==> src/rtl/pingpong_game.sv <==
module pingpong_game #(
  parameter int NLAMP      = 8,
  parameter int SLOW_TICKS = 4,
  parameter int MID_TICKS  = 2,
  parameter int FAST_TICKS = 1
) (
  input  logic             clk,
  input  logic             rst_n,
  input  logic             tick,
  input  logic             btn_l,
  input  logic             btn_r,
  output logic [NLAMP-1:0] lamps,
  output logic [NLAMP/2-1:0] score_l,
  output logic [NLAMP/2-1:0] score_r
);
  localparam int SW = NLAMP / 2;
  localparam int CW = $clog2(SLOW_TICKS + 1);

  logic             prev_l, prev_r;
  logic             in_play, dir_left, server_left;
  logic [NLAMP-1:0] ball;
  logic [CW-1:0]    cnt, period, new_period;

  wire edge_l   = btn_l & ~prev_l;
  wire edge_r   = btn_r & ~prev_r;
  wire at_goal  = dir_left ? ball[NLAMP-1] : ball[0];
  wire approach = dir_left ? edge_l : edge_r;
  wire last_cnt = (cnt == period - CW'(1));
  wire step     = tick & last_cnt;
  wire hit      = in_play & approach & at_goal;
  wire early    = in_play & approach & ~at_goal;
  wire leave    = in_play & step & at_goal & ~approach;
  wire miss     = early | leave;
  wire serve    = ~in_play & (server_left ? edge_l : edge_r);

  assign new_period = last_cnt ? CW'(FAST_TICKS) :
                      (cnt == '0) ? CW'(SLOW_TICKS) : CW'(MID_TICKS);

  assign lamps = in_play ? ball : {score_l, score_r};

  always_ff @(posedge clk or negedge rst_n) begin
    if (!rst_n) begin
      prev_l      <= 1'b0;
      prev_r      <= 1'b0;
      in_play     <= 1'b0;
      dir_left    <= 1'b0;
      server_left <= 1'b1;
      ball        <= '0;
      cnt         <= '0;
      period      <= CW'(SLOW_TICKS);
      score_l     <= '0;
      score_r     <= '0;
    end else begin
      prev_l <= btn_l;
      prev_r <= btn_r;
      if (serve) begin
        in_play  <= 1'b1;
        ball     <= server_left ? {1'b1, {(NLAMP-1){1'b0}}} : NLAMP'(1);
        dir_left <= ~server_left;
        cnt      <= '0;
        period   <= CW'(SLOW_TICKS);
      end else if (miss) begin
        in_play <= 1'b0;
        ball    <= '0;
        if (dir_left) begin
          score_r     <= score_r + SW'(1);
          server_left <= 1'b0;
        end else begin
          score_l     <= score_l + SW'(1);
          server_left <= 1'b1;
        end
      end else if (hit) begin
        dir_left <= ~dir_left;
        cnt      <= '0;
        period   <= new_period;
      end else if (in_play && tick) begin
        if (last_cnt) begin
          cnt  <= '0;
          ball <= dir_left ? (ball << 1) : (ball >> 1);
        end else begin
          cnt <= cnt + CW'(1);
        end
      end
    end
  end

  assert_one_lamp_R2: assert property (@(posedge clk) disable iff (!rst_n)
    in_play |-> $countones(ball) == 1);

  assert_move_on_tick_R3: assert property (@(posedge clk) disable iff (!rst_n)
    (in_play && $past(in_play) && ball != $past(ball)) |-> $past(tick));

  assert_move_adjacent_R3: assert property (@(posedge clk) disable iff (!rst_n)
    (in_play && $past(in_play) && ball != $past(ball)) |->
      (ball == ($past(ball) << 1) || ball == ($past(ball) >> 1)));

  assert_serve_at_end_R8: assert property (@(posedge clk) disable iff (!rst_n)
    $rose(in_play) |-> (ball[NLAMP-1] || ball[0]));

  assert_one_point_per_miss_R9: assert property (@(posedge clk) disable iff (!rst_n)
    $fell(in_play) |->
      ((score_l == $past(score_l) + SW'(1) && score_r == $past(score_r)) ||
       (score_r == $past(score_r) + SW'(1) && score_l == $past(score_l))));

  assert_scores_hold_in_play_R9: assert property (@(posedge clk) disable iff (!rst_n)
    (in_play && $past(in_play)) |-> ($stable(score_l) && $stable(score_r)));
endmodule

==> config.mk <==
export PLATFORM = sky130hd
export DESIGN_NAME = pingpong_game
export DESIGN_NICKNAME = d
export VERILOG_FILES = /design/src/rtl/pingpong_game.sv
export SDC_FILE = /design/constraint.sdc
export NUM_CORES = 1
export LEC_CHECK = 0
export BUFFER_PORTS_ARGS = -buffer_cell sky130_fd_sc_hd__buf_2
export CAP_MARGIN = 5
export CORE_AREA = 2 2 44 77
export CTS_CLUSTER_DIAMETER = 80
export DETAILED_ROUTE_END_ITERATION = 10
export DIE_AREA = 0 0 46 79
export PLACE_DENSITY = 0.75
export SETUP_SLACK_MARGIN = 0.5
export SYNTH_ARGS = -nofsm -noshare
export SYNTH_HDL_FRONTEND = slang
export SYNTH_SLANG_ARGS = --single-unit
==> constraint.sdc <==
create_clock -name clk -period 5.45 [get_ports clk]
set_clock_uncertainty 0.15 [all_clocks]
set_input_delay 0.8175 -clock clk [delete_from_list [all_inputs] [get_ports clk]]
set_output_delay 0.8175 -clock clk [all_outputs]
set_load 0.02 [all_outputs]
==> key figures, run 1 <==
Run status
  – Outcome: finished, final reports clean

Yosys
  – Synth Flop Type: dfrtp_1
  – Mean area per synthesized cell: 10.6 um2
  – Yosys cell types: 43
  – Post-synthesis sequential area ratio: 42.0%
  – Number of synthesized register bits: 27
  – Netlist Area Pre-Place: 1620 um2
  – Ranking of synthesized cells by area: dfrtp_1 39%, mux2_2 7.0%, mux2i_1 5.0%
  – Post-synth EDFFs: 0
  – Area leader, netlist: dfrtp_1
  – Mapped Nets: 163
  – Fraction of registers with async set/reset: 100%
  – Post-synth top area share: 38.7%
  – Ys Warns: 0
  – Syn Inst Count: 153

Cells and area
  – Share of cells above drive strength 1: 24.3%
  – Most common cell after layout, fill and taps aside: dfrtp_1
  – # fillers: 276
  – Area Growth Syn to Fin: 10.3%
  – Number of diodes: 0
  – Nets@finish: 184
  – Multi-input logic area: 890 um2
  – Post-route cell area: 1780 um2
  – Most frequent cells in the layout: 25 x dfrtp_1, 20 x buf_2, 11 x nand2_1
  – Register Area: 678 um2
  – Core Util, Final: 58.6%

CTS
  – Clock sinks: 27
  – Post-CTS repair timing setup buffer count: 0
  – H-tree levels: 1
  – CTS tree: built
  – Clk slew on worst S/H paths: 90 ps
  – Clock Tree Root: clkbuf_8
  – Max Root-Sink Buffers: 2
  – CTS Buf Count: 3
  – Hold Buf Count CTS: 0
  – Clk_lat worst skew: 270 ps
  – Post-CTS Resized: 0

Run
  – Max_cap viols: 0

Timing
  – Hold Violations, Final: 0
  – Unrepaired setup endpoints after global routing: no
  – Worst relative slew slack: 42.7%
  – WHS: 343 ps
  – Slew of the pin with the lowest slew margin: 860 ps
  – Final Setup Violations: 0
  – Crit share post-route: 50.6%
  – FMAX: 362 MHz
  – Fin. max-slew vios: 0
  – Setup TNS: 0 ps
  – Period minus WS final: 2760 ps

GRT
  – Vias in the first global route: 1297
  – Largest net degree at the start of global routing: 28
  – Global-route wire length before repair: 6130 um
  – Gr ovfl total: 0
  – Initial antenna violation count: 0
  – GRT Total Usage: 22.7%

Power
  – Pwr dens: 574 nW/um2
  – VDD IR max: 0.329 mV
  – Lkg Pwr: 0.842 nW

Floorplan
  – DIE AREA: 3630 um2
  – Initial Util: 53.2%
  – Core footprint: 3040 um2
  – I/O pins: 21
  – Die X: 46 um
  – # rows: 27
  – Die Y: 79 um

Route
  – Vias per Instance: 6.27
  – First-pass detailed-route iteration total: 4
  – Detailed Route WL: 3610 um
  – # DRC: 0
  – Vias: 1266
  – Antenna viol nets, final: 0
  – Initial DRC Count: 52
  – Wirelength per Cell: 17.9 um

Worst setup path
  – Worst R2R Path Depth: 5
  – Type of element launching the critical path: register
  – Setup Crit Path Kind: reg -> reg
  – WP data arrival: 2770 ps
  – Worst EP required: 5460 ps
  – Critical path capture point type: register
  – Crit-path max FO: 23

Min path
  – Hold path cells: 1
  – Hold Path Class: reg -> reg

Placement
  – IO Port Bufs: 20
  – DP Wirelength: 2690 um
  – Final RePlAce weighted congestion: 0.819
  – Area after DPL: 1740 um2
-- through the flow --
stage	worst slack, ps	power [mW]	cells
after floorplan	2940	0.768	153
after global placement	2780	0.892	198
after detailed placement	2700	0.916	198
after CTS	2720	1.03	202
after global routing	2560	1.10	202
final	2690	1.02	202
-- synth_stat cells, drive strengths merged, types with 3 or more instances --
library cell,n
dfrtp,25
mux2,11
nand2,11
inv,9
mux2i,8
a21oi,7
nor2,6
o2bb2ai,6
ha,5
nand3,5
xor2,5
a21o,4
nand2b,4
nor3b,4
o21ai,4
a32o,3
clkbuf,3
nor3,3
nor4b,3
xnor2,3
-- registers in the layout (all words and copies together), names as in the netlist --
signal	flops
score_r	4
dir_left	1
prev_l	1
cnt	3
ball	8
prev_r	1
in_play	1
score_l	4
period	3
server_left	1
-- critical path, cell delays in order (launching register included) --
cell and delay (ps):
dfrtp_1 910, nor3b_1 200, or2_2 360, o41a_4 410, nor2_1 240, mux2_2 380
-- worst paths after layout --
path	start	endpoint	slack, ps
max in group asynchronous	rst_n	score_l[1]	4360
min	score_l[3]	score_l[3]	340
min in group asynchronous	rst_n	ball[1]	390
max	dir_left	score_l[1]	2690
max reg2reg	dir_left	score_l[1]	2690
min reg2reg	score_l[3]	score_l[3]	340
-- cell families (layout without fill, tap and decap cells) --
kind of cell	Yosys count	count (layout)	synth area share, %
buffers and inverters	13	33	3.02
xor gates and xnor gates	9	9	5.80
and+or+nand+nor	45	45	15.8
DFF	27	27	42.0
muxes	19	19	12.8
AOI/OAI and AO/OA	35	35	16.7
adders and majority gates	5	5	3.87
-- layout make-up --
class,count,area share (%)
flip-flops and latches,27,38.0
inverters,9,1.89
clock buffers,4,2.53
multi-input cells,113,49.9
well taps,29,2.04
repair buffers,20,5.61
-- metal layers --
layer | up-vias | wire length (um) | global-route usage [%]
li1 | 600 | - | -
met1 | 627 | 1400 | 27.2
met2 | 28 | 1970 | 38.2
met3 | 11 | 115 | 3.18
met4 | 0 | 126 | 10.6
met5 | - | 0 | 0
-- power by group --
part	internal (mW)	switching (mW)	total [mW]
Clock	0.0525	0.0625	0.115
Sequential	0.284	0.136	0.420
Combinational	0.237	0.251	0.488
Total	0.573	0.450	1.02
(Power assumes the default switching activity.)
==> run 2: changes to the inputs <==
==> constraint.sdc (replaced) <==
create_clock -name clk -period 2.8 [get_ports clk]
set_clock_uncertainty 0.15 [all_clocks]
set_input_delay 0.42 -clock clk [delete_from_list [all_inputs] [get_ports clk]]
set_output_delay 0.42 -clock clk [all_outputs]
set_load 0.02 [all_outputs]
==> key figures, run 2 (synthesis gave the netlist of run 1 again) <==
Run status
  – Outcome: finished with violations
  – Violations in the final reports: negative hold slack

Route
  – Detailed Route WL: 4340 um (+20%)
  – Vias: 1367 (+8.0%)
  – # DRC: 0 (unchanged)
  – First-pass detailed-route iteration total: 4 (unchanged)
  – Wirelength per Cell: 20.1 um (+12%)
  – Initial DRC Count: 57 (+9.6%)
  – Vias per Instance: 6.33 (+0.98%)
  – Antenna viol nets, final: 0 (unchanged)

Power
  – VDD IR max: 0.628 mV (+91%)
  – Lkg Pwr: 0.940 nW (+12%)
  – Pwr dens: 1100 nW/um2 (+92%)

Timing
  – Setup TNS: 0 ps (unchanged)
  – Worst relative slew slack: 58.7% (+16 points)
  – Crit share post-route: 87.7% (+37 points)
  – Final worst setup slack: 343 ps (-2350 ps)
  – FMAX: 407 MHz (+12%)
  – WHS: -7.07 ps (-350 ps)
  – Final Setup Violations: 0 (unchanged)
  – Unrepaired setup endpoints after global routing: yes
  – Period minus WS final: 2460 ps (-304 ps)
  – Fin. max-slew vios: 0 (unchanged)
  – Hold Violations, Final: 9 (+9)
  – Slew of the pin with the lowest slew margin: 620 ps (-240 ps)

Cells and area
  – Core Util, Final: 66.2% (+7.5 points)
  – Multi-input logic area: 988 um2 (+11%)
  – Post-route cell area: 2010 um2 (+13%)
  – Nets@finish: 198 (+7.6%)
  – Share of cells above drive strength 1: 35.3% (+11 points)
  – Most frequent cells in the layout: 25 x dfrtp_1, 20 x buf_2, 10 x nand2_1, 10 x buf_4
  – # fillers: 232 (-16%)
  – Number of diodes: 0 (unchanged)
  – Most common cell after layout, fill and taps aside: dfrtp_1
  – Max reg flops: 8 (unchanged)
  – Register Area: 678 um2 (unchanged)
  – Biggest regs: ball x8, score_l x4, score_r x4
  – Biggest register: ball
  – Area Growth Syn to Fin: 24.5%

Worst setup path
  – Worst EP required: 2810 ps (-2650 ps)
  – Type of element launching the critical path: register
  – Crit-path max FO: 3 (-87%)
  – Setup Crit Path Kind: reg -> reg
  – FF-to-FF setup slack: 340 ps (-2350 ps)
  – Critical path capture point type: register
  – WP data arrival: 2470 ps (-300 ps)

Floorplan
  – # rows: 27 (unchanged)
  – Die X: 46 um (unchanged)
  – Core footprint: 3040 um2 (unchanged)
  – Initial Util: 53.2% (unchanged)
  – I/O pins: 21 (unchanged)
  – DIE AREA: 3630 um2 (unchanged)
  – Die Y: 79 um (unchanged)

CTS
  – H-tree levels: 1 (unchanged)
  – CTS Buf Count: 3 (unchanged)
  – Clk slew on worst S/H paths: 100 ps (about the same)
  – CTS tree: built
  – Clk_lat worst skew: 280 ps (about the same)
  – Max Root-Sink Buffers: 2 (unchanged)
  – Clock Tree Root: clkbuf_8
  – Clock sinks: 27 (unchanged)
  – Hold Buf Count CTS: 0 (unchanged)

GRT
  – Initial antenna violation count: 0 (unchanged)
  – Gr ovfl total: 0 (unchanged)
  – Global-route wire length before repair: 6660 um (+8.7%)
  – Vias in the first global route: 1340 (+3.3%)
  – Largest net degree at the start of global routing: 28 (unchanged)
  – GRT Total Usage: 24.8% (+2.1 points)

Placement
  – Final RePlAce weighted congestion: 0.886 (+8.2%)
  – IO Port Bufs: 20 (unchanged)
  – Place WS: 256 ps (-2450 ps)
  – Area after DPL: 1770 um2 (+1.9%)
  – DP Wirelength: 2730 um (+1.7%)

Run
  – Max_cap viols: 0 (unchanged)

Min path
  – Hold Path Class: in -> async
[run 2: worst max-delay path: stages (launching register included)]
cell and delay (ps):
dfrtp_1 390, inv_1 100, ha_4 220, xnor2_2 130, or3_4 400, o41a_4 400, or2_4 260, mux2_4 300
[run 2: path summary, 6_finish.rpt]
| check | from | end | depth (start not counted) |
|---|---|---|---|
| worst max-delay path | period[0] | score_r[1] | 7 |
| worst min-delay path | rst_n | cnt[0] | 1 |
| worst max register to register | period[0] | score_r[1] | 7 |
| worst min register to register | score_l[3] | score_l[3] | 1 |
| max in group asynchronous | rst_n | ball[1] | 1 |
| min in group clk | btn_l | prev_l | 1 |
[run 2: report_power, final]
part / internal [mW] / switching [mW]
sequential: 0.553 / 0.228
combinational: 0.577 / 0.632
clock: 0.100 / 0.124
[run 2: metrics by stage]
stage / power [mW] / instances / hold WS [ps]
2_1_floorplan: 1.50 / 153 / -25.6
3_3_place_gp: 1.77 / 202 / 307
3_5_place_dp: 1.81 / 202 / 319
4_1_cts: 2.10 / 213 / 9.63
5_1_grt: 2.35 / 216 / 38.6
6_report: 2.21 / 216 / -7.07
[run 2: final cells by class]
| class | instances | share of cell area [%] |
|---|---|---|
| sequential | 27 | 33.7 |
| timing repair buffer | 34 | 11.4 |
| inverter | 9 | 1.68 |
| multi-input combinational | 113 | 49.1 |
| clock buffer | 3 | 2.05 |
| tap | 29 | 1.80 |
| clock inverter | 1 | 0.249 |
[run 2: metal layers]
layer	GRT usage, %	share of wire [%]	vias to the layer above
met1	30.3	36	673
li1	-	-	628
met4	10.0	3.0	0
met3	3.41	4.2	12
met5	0	0	-
met2	41.9	57	54
[run 2: timing repair]
item	4_1_cts	5_1_grt
setup endpoints to repair	13	19
cloned	0	0
pin swaps	2	7
gates resized for setup	6	12
setup buffers	7	3
endpoints found under the hold margin	0	0
